**src/rtl/reg_fault_pkg.sv**
```systemverilog
package reg_fault_pkg;
  typedef enum logic [1:0] {
    GATE_RUN     = 2'b00,
    GATE_ALL_OFF = 2'b01,
    GATE_LS_ON   = 2'b10
  } gate_req_e;

  localparam int unsigned FLAG_W   = 7;
  localparam int unsigned IDX_OC   = 0;
  localparam int unsigned IDX_SC   = 1;
  localparam int unsigned IDX_OV   = 2;
  localparam int unsigned IDX_UV   = 3;
  localparam int unsigned IDX_WARN = 4;
  localparam int unsigned IDX_CLR  = 5;
  localparam int unsigned IDX_SHDN = 6;
endpackage

```
**src/rtl/flag_sync.sv**
```systemverilog
module flag_sync #(
  parameter int unsigned WIDTH  = 7,
  parameter int unsigned STAGES = 2
) (
  input  logic             clk,
  input  logic             rst_n,
  input  logic [WIDTH-1:0] async_i,
  output logic [WIDTH-1:0] sync_o
);
  logic [WIDTH-1:0] stage_q [STAGES];

  generate
    for (genvar s = 0; s < STAGES; s++) begin : g_stage
      logic [WIDTH-1:0] stage_d;
      if (s == 0) begin : g_first
        assign stage_d = async_i;
      end else begin : g_rest
        assign stage_d = stage_q[s-1];
      end
      always_ff @(posedge clk or negedge rst_n) begin
        if (!rst_n) stage_q[s] <= '0;
        else        stage_q[s] <= stage_d;
      end
    end
  endgenerate

  assign sync_o = stage_q[STAGES-1];
endmodule

```
**src/rtl/qual_timer.sv**
```systemverilog
module qual_timer #(
  parameter int unsigned LIMIT = 5000
) (
  input  logic clk,
  input  logic rst_n,
  input  logic clr_i,
  input  logic flag_i,
  output logic trip_o
);
  localparam int unsigned CW = (LIMIT > 2) ? $clog2(LIMIT) : 1;
  localparam logic [CW-1:0] LAST = CW'(LIMIT - 1);

  logic [CW-1:0] cnt_q, cnt_d;
  logic          trip_q, trip_d;
  logic          cnt_en;

  // Count only while the flag holds; any low clock restarts the run.
  assign cnt_en = flag_i && (cnt_q != LAST);

  always_comb begin
    cnt_d  = cnt_q;
    trip_d = trip_q;
    if (clr_i) begin
      cnt_d  = '0;
      trip_d = 1'b0;
    end else begin
      if (!flag_i)     cnt_d = '0;
      else if (cnt_en) cnt_d = cnt_q + 1'b1;
      if (flag_i && (cnt_q == LAST)) trip_d = 1'b1;
    end
  end

  always_ff @(posedge clk or negedge rst_n) begin
    if (!rst_n) begin
      cnt_q  <= '0;
      trip_q <= 1'b0;
    end else begin
      cnt_q  <= cnt_d;
      trip_q <= trip_d;
    end
  end

  assign trip_o = trip_q;

  // a trip can only come on a clock where the flag is still high
  a_r1_trip_needs_flag: assert property (@(posedge clk) disable iff (!rst_n)
    $rose(trip_q) |-> $past(flag_i));
  // a low flag restarts the qualification run
  a_r3_low_restarts: assert property (@(posedge clk) disable iff (!rst_n)
    !flag_i |=> (cnt_q == '0));
  // a restart clears the trip latch
  a_r8_clr_drops_trip: assert property (@(posedge clk) disable iff (!rst_n)
    clr_i |=> !trip_q);
endmodule

```
**src/rtl/thermal_mon.sv**
```systemverilog
module thermal_mon (
  input  logic clk,
  input  logic rst_n,
  input  logic warn_i,
  input  logic release_i,
  input  logic shdn_i,
  output logic hot_o,
  output logic shdn_o
);
  logic hot_q, hot_d;
  logic shdn_q, shdn_d;

  always_comb begin
    hot_d = hot_q;
    if (warn_i)         hot_d = 1'b1;
    else if (release_i) hot_d = 1'b0;
    shdn_d = shdn_q | shdn_i;
  end

  always_ff @(posedge clk or negedge rst_n) begin
    if (!rst_n) begin
      hot_q  <= 1'b0;
      shdn_q <= 1'b0;
    end else begin
      hot_q  <= hot_d;
      shdn_q <= shdn_d;
    end
  end

  assign hot_o  = hot_q;
  assign shdn_o = shdn_q;

  // without a release indication the warning holds
  a_r9_hot_holds: assert property (@(posedge clk) disable iff (!rst_n)
    (hot_q && !release_i) |=> hot_q);
  // shutdown never releases while power stays up
  a_r10_shdn_sticky: assert property (@(posedge clk) disable iff (!rst_n)
    shdn_q |=> shdn_q);
endmodule

```
**src/rtl/reg_fault_supervisor.sv**
```systemverilog
module reg_fault_supervisor
  import reg_fault_pkg::*;
#(
  parameter int unsigned OC_QUAL_CYCLES = 5000,
  parameter int unsigned SC_QUAL_CYCLES = 500,
  parameter int unsigned SYNC_STAGES    = 2
) (
  input  logic       clk,
  input  logic       rst_n,
  input  logic       ctl_reset,
  input  logic       oc_flag,
  input  logic       sc_flag,
  input  logic       ov_flag,
  input  logic       uv_flag,
  input  logic       tm_warn_flag,
  input  logic       tm_clear_flag,
  input  logic       tm_shdn_flag,
  output logic [1:0] gate_cmd,
  output logic       hot_o,
  output logic       shdn_n_o
);
  logic [FLAG_W-1:0] raw_flags, syn_flags;
  logic oc_trip, sc_trip, therm_shdn;
  logic ov_q, ov_d, uv_q, uv_d;
  gate_req_e gate_req;

  assign raw_flags = {tm_shdn_flag, tm_clear_flag, tm_warn_flag,
                      uv_flag, ov_flag, sc_flag, oc_flag};

  flag_sync #(.WIDTH(FLAG_W), .STAGES(SYNC_STAGES)) u_sync (
    .clk(clk), .rst_n(rst_n), .async_i(raw_flags), .sync_o(syn_flags));

  qual_timer #(.LIMIT(OC_QUAL_CYCLES)) u_oc_timer (
    .clk(clk), .rst_n(rst_n), .clr_i(ctl_reset),
    .flag_i(syn_flags[IDX_OC]), .trip_o(oc_trip));

  qual_timer #(.LIMIT(SC_QUAL_CYCLES)) u_sc_timer (
    .clk(clk), .rst_n(rst_n), .clr_i(ctl_reset),
    .flag_i(syn_flags[IDX_SC]), .trip_o(sc_trip));

  thermal_mon u_therm (
    .clk(clk), .rst_n(rst_n),
    .warn_i(syn_flags[IDX_WARN]), .release_i(syn_flags[IDX_CLR]),
    .shdn_i(syn_flags[IDX_SHDN]),
    .hot_o(hot_o), .shdn_o(therm_shdn));

  always_comb begin
    if (ctl_reset) begin
      ov_d = 1'b0;
      uv_d = 1'b0;
    end else begin
      ov_d = ov_q | syn_flags[IDX_OV];
      uv_d = uv_q | syn_flags[IDX_UV];
    end
  end

  always_ff @(posedge clk or negedge rst_n) begin
    if (!rst_n) begin
      ov_q <= 1'b0;
      uv_q <= 1'b0;
    end else begin
      ov_q <= ov_d;
      uv_q <= uv_d;
    end
  end

  // Over-voltage must pull the output down through the low side, so it wins.
  always_comb begin
    if (ov_q)                                        gate_req = GATE_LS_ON;
    else if (oc_trip || sc_trip || uv_q || therm_shdn) gate_req = GATE_ALL_OFF;
    else                                             gate_req = GATE_RUN;
  end

  assign gate_cmd = gate_req;
  assign shdn_n_o = ~therm_shdn;

  // latched over-voltage always asks for the low side on
  a_r7_ov_wins: assert property (@(posedge clk) disable iff (!rst_n)
    ov_q |-> (gate_cmd == GATE_LS_ON));
  // under-voltage holds until a restart
  a_r6_uv_latched: assert property (@(posedge clk) disable iff (!rst_n)
    (uv_q && !ctl_reset) |=> uv_q);
  // a tripped current fault never lets the stage run
  a_r4_oc_stops: assert property (@(posedge clk) disable iff (!rst_n)
    (oc_trip || sc_trip) |-> (gate_cmd != GATE_RUN));
  // shutdown indication is stable until power-on reset
  a_r10_shdn_pin: assert property (@(posedge clk) disable iff (!rst_n)
    !shdn_n_o |=> !shdn_n_o);
endmodule

```
**config.mk**
```make
export PLATFORM = sky130hd
export DESIGN_NAME = reg_fault_supervisor
export DESIGN_NICKNAME = d
export VERILOG_FILES = /design/src/rtl/reg_fault_pkg.sv /design/src/rtl/flag_sync.sv /design/src/rtl/qual_timer.sv /design/src/rtl/thermal_mon.sv /design/src/rtl/reg_fault_supervisor.sv
export SDC_FILE = /design/constraint.sdc
export NUM_CORES = 1
export LEC_CHECK = 0
export ABC_AREA = 1
export BUFFER_PORTS_ARGS = -buffer_cell sky130_fd_sc_hd__clkbuf_2
export CORE_UTILIZATION = 40
export DETAILED_ROUTE_END_ITERATION = 10
export SYNTH_ARGS = -nofsm -noshare
export SYNTH_HDL_FRONTEND = slang
export SYNTH_SLANG_ARGS = --single-unit
```
**constraint.sdc**
```tcl
create_clock -name clk -period 1.5 [get_ports clk]
set_clock_uncertainty 0.05 [all_clocks]
set_input_delay 0.15 -clock clk [delete_from_list [all_inputs] [get_ports clk]]
set_output_delay 0.15 -clock clk [all_outputs]
set_load 0.1 [all_outputs]
```
* After elaboration in Yosys (flattened, before gate mapping) *
Cells that the tools add are included.

word-level totals
  bits in registers = 42
  input bits = 10
  output and inout port bits = 4
  logic and storage cells = 48

cells by class
  $add $sub $neg = 2
  equality and inequality tests = 6
  multiplexer cells = 16
  bitwise operators = 4
  reductions and logical operators = 10

operators with widths
  operator                                                                 number
  13-bit 2-to-1 mux                                                        3
  9-bit 2-to-1 mux                                                         3
  13-bit by 1-bit adder with 13-bit output, second input constant          1
  13-bit == test, second input constant                                    1
  13-bit inequality test, second input constant                            1
  9-bit by 1-bit adder with 9-bit output, second input constant            1
  9-bit == test, second input constant                                     1
  1-bit 2-to-1 mux                                                         9
  9-bit inequality test, second input constant                             1
  3-bit by 2-bit inequality test with 1-bit output, second input constant  2
  2-bit nonzero test                                                       3
  1-bit logical AND                                                        4
  1-bit logical OR                                                         3
  1-bit OR                                                                 3
  2-bit 2-to-1 mux                                                         1
  1-bit NOT                                                                1

* Longest topological paths before layout *
Gate-level depths: netlist of run 1.

  word-level depth = 5
  gate-level depth with buffers = 8
  gate-level depth less buffers = 8

* Cells and area by module *
A second synthesis of run 1 with hierarchy kept.

second synthesis, totals
  cells, all modules = 222
  area total of the unflattened synthesis = 1919.3 um^2

by module, submodules not included
  module                   times used  cells an instance  area an instance (um^2)
  qual_timer (u_oc_timer)  1           119                860.8
  qual_timer (u_sc_timer)  1           71                 548.0
  flag_sync                1           14                 350.3
  reg_fault_supervisor     1           11                 88.8
  thermal_mon              1           7                  71.3

* Worst setup path before layout of run 1 *
Ideal clock, no wire load.

  kind = reg-to-output
  start = register u_therm.shdn_q (netlist: u_therm.shdn_o)
  end = output gate_cmd[0]
  arrival time = 2.332 ns
  required time = 1.300 ns
  setup slack = -1.032 ns
  stages on the path, launching flop included = 3
  buffers on the path = 0
  path through = dfrtp_1 -> inv_1 -> a21oi_1

between the ends
  cells in the longest elaborated chain, start to end = 3

ends and longest elaborated chain
  element                 line                        RTL
  start, declared         thermal_mon.sv:11           logic shdn_q, shdn_d;
  start signal, assigned  thermal_mon.sv:26           shdn_q <= shdn_d;
  1-bit logical OR        reg_fault_supervisor.sv:70  else if (oc_trip || sc_trip || uv_q || therm_shdn) gate_req = GATE_ALL_OFF;
  1-bit 2-to-1 mux        reg_fault_supervisor.sv:70
  2-bit 2-to-1 mux        reg_fault_supervisor.sv:69  if (ov_q) gate_req = GATE_LS_ON;
  end, declared           reg_fault_supervisor.sv:18  output logic [1:0] gate_cmd,

No other way between the ends.

* Worst setup path after layout of run 1 *
  start = register ov_q
  end = output gate_cmd[1]

between the ends
  cells in the longest elaborated chain, start to end = 1

ends and longest elaborated chain
  element                 line                        RTL
  start, declared         reg_fault_supervisor.sv:24  logic ov_q, ov_d, uv_q, uv_d;
  start signal, assigned  reg_fault_supervisor.sv:62  ov_q <= ov_d;
  2-bit 2-to-1 mux        reg_fault_supervisor.sv:69

No other way between the ends.

==> results.yml, run 1 <==
status:
  run_status: "complete, no violations"
critical_path:
  crit_family: "buffers and inverters"
  critical_path_class: "register to output pin"
  cp.arrival_ns: 1.21
  rr_startpoint: "u_oc_timer.cnt_q[1]$_DFFE_PN0P_"
  cp_data_required_time_ns: 1.30
  reg2reg_depth: 6
  end_kind: "output pin"
  worstSetupStartpointType: "register"
  cp_slowest_cell: "clkbuf_2"
  crit_path_max_incr_delay_ns: 0.48
  critical_path_buf_inv_count: 1
  crit_fanout: 3
  rr_endpoint: "u_oc_timer.cnt_q[0]$_DFFE_PN0P_"
  r2r_setup_slack_ns: 0.13
  cp_cell_sequence: "clkbuf_2"
global_route:
  antenna_found_initial: 0
  overflow: 0
  grt_pass1_vias: 1377
  grt_max_degree: 43
  grt_first_pass_wirelength_mm: 6.02
  grt_use_total_pct: 15.8
layout:
  area_delta_synth_final_pct: 21.1
  diodes: 0
  drive_above_1_share_pct: 19.1
  final_util_pct: 51.0
  layout.nets: 252
  design_area_um2: 2250
  fin_cells: 293
pwr:
  irDropWorstVdd_v: 0.000619
  p_per_area_nw_per_um2: 985
  p_sw_share_pct: 23.0
  clkPwrFrac_pct: 39.9
  seq_power_share_pct: 53.1
  p_leak_nw: 1.01
  p_sw_uw: 510
  combPwrFrac_pct: 7.0
  internal_power_mw: 1.71
floorplanning:
  die_w_um: 70.2
  core_area_um2: 4410
  start_util_pct: 42.1
  ios: 14
  rows: 24
  die_h_um: 70.2
  dieArea_um2: 4930
timing:
  max_freq_mhz: 709
  setup_violations: 0
  finalCriticalPeriod_ns: 1.41
  maxSlewHeadroom_pct: 64.3
  finalHoldViolCount: 0
  worst_pin_slew_ns: 0.537
  period_share_pct: 94.1
  drv_slew: 0
  fin_setup_tns_ns: 0
  fin_ws_ns: 0.0890
yosys:
  synth_area_leader_cell: "dfrtp_1"
  seq_area_frac_synth_pct: 56.5
  synth_area_per_cell_um2: 8.82
  synthTopCellsByCount: "dfrtp_1, nand2_1, nor2_1"
  synth_ff_type: "dfrtp_1"
  yosys_register_bits: 42
  synth.top_cell.area_share_pct: 56.5
  syn_area_um2: 1860
  yosys-top-cells-area: "dfrtp_1, nand2_1, nor2_1, nand3_1, inv_1"
  synthCells: 211
  synth-edff-count: 0
  syn_nets: 223
  async_flop_share_pct: 100
  yosys_warnings: 0
  post-synth-top-count-cell: "dfrtp_1"
  synthDistinctLibCells: 25
min_path:
  holdPathEnd: "u_sc_timer.cnt_q[7]$_DFFE_PN0P_"
  hp-class: "input pin to register"
  holdCritStartpoint: "ctl_reset"
  min_path_cells: 4
drt:
  wire_per_inst_um: 11.6
  routed_wl_mm: 3.39
  drcViolationCount: 0
  ant_nets: 0
  drt_pass1_iterations: 4
  avgViaCountPerCell: 4.93
  drt_iter0_markers: 67
  vias: 1444
placement:
  placement.io_buffers: 13
  dp_slack_ns: 0.0933
  dp_hpwl_mm: 2.27
  dpl_cell_area_um2: 2020
  dp_cells: 276
  place.gp.congestion: 0.812
job:
  drv_cap: 0
cts:
  clockRootBuffer: "clkbuf_8"
  htreeDepth: 2
  clkTransAtPathRegs_ns: 0.08
  cts.sinks: 42
  clk_latency_ns: 0.30
  clockBufferDepth: 2
  cts_made_buffers: 5
  cts_tree: "yes"
power by group through the flow:
stage / logic (mW) / clock network, mW / registers (mW)
6_report: 0.155 / 0.887 / 1.18
5_1_grt: 0.172 / 0.965 / 1.18
4_1_cts: 0.154 / 0.922 / 1.18
3_5_place_dp: 0.137 / 0 / 1.20
3_3_place_gp: 0.137 / 0 / 1.20
2_1_floorplan: 0.0685 / 0 / 1.21
per-layer routing:
metal / global-route usage, % / wire length [um] / share of wire, % / up-vias
li1: - / - / - / 720
met1: 20.5 / 1600 / 47 / 690
met2: 24.1 / 1570 / 46 / 29
met3: 4.91 / 170 / 5.0 / 5
met4: 7.11 / 59 / 1.7 / 0
met5: 0 / 0 / 0 / -
area by class of cell:
class	count	area, um2
Fill cell	405	2160
Sequential cell	42	1050
Multi-Input combinational cell	142	748
Timing Repair Buffer	24	185
Inverter	25	93.8
Clock buffer	6	72.6
Tap cell	52	65.1
Clock inverter	2	37.5
logic make-up after synthesis:
| group | synth area share [%] |
|---|---|
| and+or+nand+nor | 31.1 |
| DFF | 56.5 |
| buffers and inverters | 5.72 |
| AOI/OAI and AO/OA | 3.43 |
| xor gates and xnor gates | 1.88 |
| adders and majority gates | 1.34 |
layout by cell type, fill, tap and decap left out, types with 2 or more instances in the layout:
cell	synthesis	routed
dlygate4sd3_1	0	8
nand2_2	3	4
nand3_1	20	20
nor2_1	40	38
nand3_2	3	3
nor2_2	4	6
clkbuf_2	0	11
xnor2_1	2	2
nand2_1	40	39
inv_1	24	24
xor2_1	2	2
nand3b_1	2	2
nand4_1	4	4
clkbuf_8	0	5
o21ai_0	4	4
buf_4	1	4
nor3_1	3	2
dfrtp_1	42	42
a21oi_1	5	4
nor2_4	3	3
per-stage QoR:
step / power (mW) / hold slack [ns]
after global placement: 1.34 / 0.198
after floorplan: 1.28 / -0.196
after global routing: 2.32 / 0.128
after CTS: 2.25 / 0.0959
final: 2.22 / 0.106
after detailed placement: 1.34 / 0.195
state kept, by name, summed over array words and instances, names as in the netlist:
register	cells
u_therm.hot_o	1
ov_q	1
uv_q	1
u_sync.sync_o	7
u_sc_timer.trip_o	1
u_therm.shdn_o	1
u_sync.g_stage.stage_d	7
u_oc_timer.trip_o	1
u_oc_timer.cnt_q	13
u_sc_timer.cnt_q	9
how the worst max path moves through the flow:
stage	startpoint	end	slack, ns	cells after the start
floorplan	u_therm.shdn_o$_DFF_PN0_	gate_cmd[0]	-0.13	2
global placement	u_oc_timer.cnt_q[0]$_DFFE_PN0P_	u_oc_timer.cnt_q[4]$_DFFE_PN0P_	0.14	6
detailed placement	u_oc_timer.cnt_q[0]$_DFFE_PN0P_	u_oc_timer.cnt_q[5]$_DFFE_PN0P_	0.09	6
CTS	u_sc_timer.trip_o$_DFFE_PN0P_	gate_cmd[0]	0.06	3
global route	u_oc_timer.cnt_q[1]$_DFFE_PN0P_	u_oc_timer.cnt_q[0]$_DFFE_PN0P_	-0.005	7
finish	ov_q$_DFF_PN0_	gate_cmd[1]	0.09	1
repair_timing:
item,CTS,global route
endpoints found under the hold margin,49,0
hold buffers,8,0
pin swaps,0,2
endpoints found under the setup margin,1,9
resized for setup,1,7
buffers inserted,0,1
Note: power is estimated with default switching activity, not from simulation.
==> inputs of run 2 (changes only) <==
--- a/config.mk
+++ b/config.mk
@@ -5,9 +5,8 @@
 export SDC_FILE = /design/constraint.sdc
 export NUM_CORES = 1
 export LEC_CHECK = 0
-export ABC_AREA = 1
 export BUFFER_PORTS_ARGS = -buffer_cell sky130_fd_sc_hd__clkbuf_2
-export CORE_UTILIZATION = 40
+export CORE_UTILIZATION = 45
 export DETAILED_ROUTE_END_ITERATION = 10
 export SYNTH_ARGS = -nofsm -noshare
 export SYNTH_HDL_FRONTEND = slang
==> run 2 against run 1 <==
  * Utilization rose by 12 points
  * Combinational power rose by 5%
  * The run now ends with negative setup slack left
  * Clock power fell by 16%
  * Largest power group unchanged
==> results.yml, run 2 <==
status:
  run_status: "finished with violations"
  violations: "negative setup slack"
floorplanning:
  start_util_pct: 46.7
  ios: 14
  die_w_um: 63.6
  core_area_um2: 3660
  dieArea_um2: 4050
  die_h_um: 63.6
  rows: 22
placement:
  dp_cells: 235
  dp_hpwl_mm: 2.19
  place.gp.congestion: 0.822
  placement.io_buffers: 13
global_route:
  grt_first_pass_wirelength_mm: 5.77
  grt_max_degree: 43
  antenna_found_initial: 0
  overflow: 0
  use_met2_pct: 33.1
  globalRoute.busiestLayer: "met2"
  grt_pass1_vias: 1368
  grt_use_met1_pct: 21.9
  grt_use_total_pct: 19.0
  grt_use_met3_pct: 5.98
layout:
  top_register: "u_oc_timer.cnt_q"
  nFillCells: 277
  fin_cells: 255
  final_util_pct: 63.4
  layout_commonest_cell: "dfrtp_1"
  layout.nets: 218
  mostFrequentLayoutCells: "dfrtp_1, buf_4, nor2_1"
  largest_register_ff_count: 13
  drive_above_1_share_pct: 35.7
  reg_top3: "u_oc_timer.cnt_q x13, u_sc_timer.cnt_q x9"
  layout.area.seq_um2: 1050
  area_delta_synth_final_pct: 35.9
  diodes: 0
  multi_input_area_um2: 667
critical_path:
  rr_endpoint: "u_oc_timer.cnt_q[1]$_DFFE_PN0P_"
  cp.arrival_ns: 2.01
  critical_path_class: "register to register"
  r2r_setup_slack_ns: -0.37
  worstSetupStartpointType: "register"
  rr_startpoint: "u_oc_timer.cnt_q[11]$_DFFE_PN0P_"
  cp_data_required_time_ns: 1.64
  reg2reg_depth: 3
  end_kind: "register"
  crit_fanout: 5
yosys:
  yosys-top-cells-area: "dfrtp_1, nor2_1, xor2_1, xnor2_1, nand4_1"
  synthTopCellsByCount: "dfrtp_1, nor2_1, nand2_1, xor2_1"
  async_flop_share_pct: 100
  synth.top_cell.area_share_pct: 61.5
  synth-edff-count: 0
  syn_nets: 158
  synth_area_leader_cell: "dfrtp_1"
  synth_ff_type: "dfrtp_1"
  post-synth-top-count-cell: "dfrtp_1"
  yosys_warnings: 0
  yosys_register_bits: 42
  seq_area_frac_synth_pct: 61.5
  synthDistinctLibCells: 35
  synth_area_per_cell_um2: 11.7
  syn_area_um2: 1710
  synthCells: 146
timing:
  period_share_pct: 124
  finalCriticalPeriod_ns: 1.87
  worst_pin_slew_ns: 0.548
  drv_slew: 0
  maxSlewHeadroom_pct: 63.6
  rsz0062_at_grt: "true"
  setup_violations: 10
  max_freq_mhz: 536
  finalHoldViolCount: 0
  fin_setup_tns_ns: -3.21
  fin_ws_ns: -0.367
pwr:
  p_per_area_nw_per_um2: 899
  p_leak_nw: 1.04
  irDropWorstVdd_v: 0.000903
drt:
  drt_pass1_iterations: 4
  vias: 1291
  drt_iter0_markers: 63
  avgViaCountPerCell: 5.06
  wire_per_inst_um: 12.6
  ant_nets: 0
  drcViolationCount: 0
  routed_wl_mm: 3.22
min_path:
  holdPathEnd: "u_oc_timer.trip_o$_DFFE_PN0P_"
  hp-class: "input pin to register"
  holdCritStartpoint: "ctl_reset"
  min_path_cells: 3
cts:
  cts_tree: "yes"
  cts_made_buffers: 5
  clk_latency_ns: 0.30
  cts.sinks: 42
  clockBufferDepth: 2
  clockRootBuffer: "clkbuf_8"
  htreeDepth: 2
  clkTransAtPathRegs_ns: 0.09
job:
  drv_cap: 0
-- run 2: through the flow --
stage / hold WS [ns] / worst slack, ns / power [mW] / instance area, um2
final: 0.118 / -0.367 / 2.09 / 2320
after global routing: 0.136 / -0.397 / 2.19 / 2320
after CTS: 0.111 / -0.364 / 2.11 / 2270
after detailed placement: 0.196 / -0.364 / 1.34 / 2060
after global placement: 0.185 / -0.332 / 1.34 / 2060
after floorplan: -0.196 / -0.384 / 1.27 / 1710
-- run 2: worst max path at each step --
stage / slack (ns) / cells after the start / to / startpoint
2_1_floorplan: -0.38 / 3 / u_oc_timer.cnt_q[1]$_DFFE_PN0P_ / u_oc_timer.cnt_q[11]$_DFFE_PN0P_
5_1_grt: -0.40 / 3 / u_oc_timer.cnt_q[1]$_DFFE_PN0P_ / u_oc_timer.cnt_q[11]$_DFFE_PN0P_
3_5_place_dp: -0.36 / 3 / u_oc_timer.cnt_q[1]$_DFFE_PN0P_ / u_oc_timer.cnt_q[11]$_DFFE_PN0P_
3_3_place_gp: -0.33 / 3 / u_oc_timer.cnt_q[1]$_DFFE_PN0P_ / u_oc_timer.cnt_q[11]$_DFFE_PN0P_
6_report: -0.37 / 3 / u_oc_timer.cnt_q[1]$_DFFE_PN0P_ / u_oc_timer.cnt_q[11]$_DFFE_PN0P_
4_1_cts: -0.36 / 3 / u_oc_timer.cnt_q[1]$_DFFE_PN0P_ / u_oc_timer.cnt_q[11]$_DFFE_PN0P_
-- run 2: routing by layer --
layer / share of wire, % / up-vias / wire length, um
li1: - / 626 / -
met1: 44 / 644 / 1430
met2: 52 / 18 / 1670
met3: 3.0 / 3 / 97
met4: 0.90 / 0 / 29
met5: 0 / - / 0
-- run 2: cell families (layout without fill, tap and decap cells) --
logic type | Yosys count | count (layout) | share of synthesized area, %
simple gates | 61 | 61 | 19.6
fa+ha+maj | 2 | 2 | 1.46
mux | 1 | 1 | 0.659
compound gates | 18 | 18 | 7.40
xor+xnor | 13 | 13 | 6.67
buf+inv | 9 | 70 | 2.64
flops | 42 | 42 | 61.5
-- run 2: where the power goes --
part	switching [mW]	total [mW]	internal [mW]
Clock	0.414	0.749	0.336
Sequential	0.0138	1.17	1.16
Combinational	0.0995	0.162	0.0626
-- run 2: critical path, stage by stage, from the launching register on --
cell and delay (ns):
dfrtp_1 0.38, or4bb_1 0.52, or4_4 0.57, a32o_1 0.25
-- run 2: area by class of cell --
class	instances	share of cell area, %
clock inverter	3	1.08
timing repair buffer	56	18.4
multi-input combinational	95	28.7
inverter	6	0.970
sequential	42	45.3
clock buffer	5	2.96
tap	48	2.59
-- run 2: timing repair --
item	4_1_cts	5_1_grt
endpoints found under the hold margin	49	0
pin swaps	2	1
gates resized for setup	3	11
setup endpoints to repair	11	15
buffers inserted	2	2
hold buffers	8	0
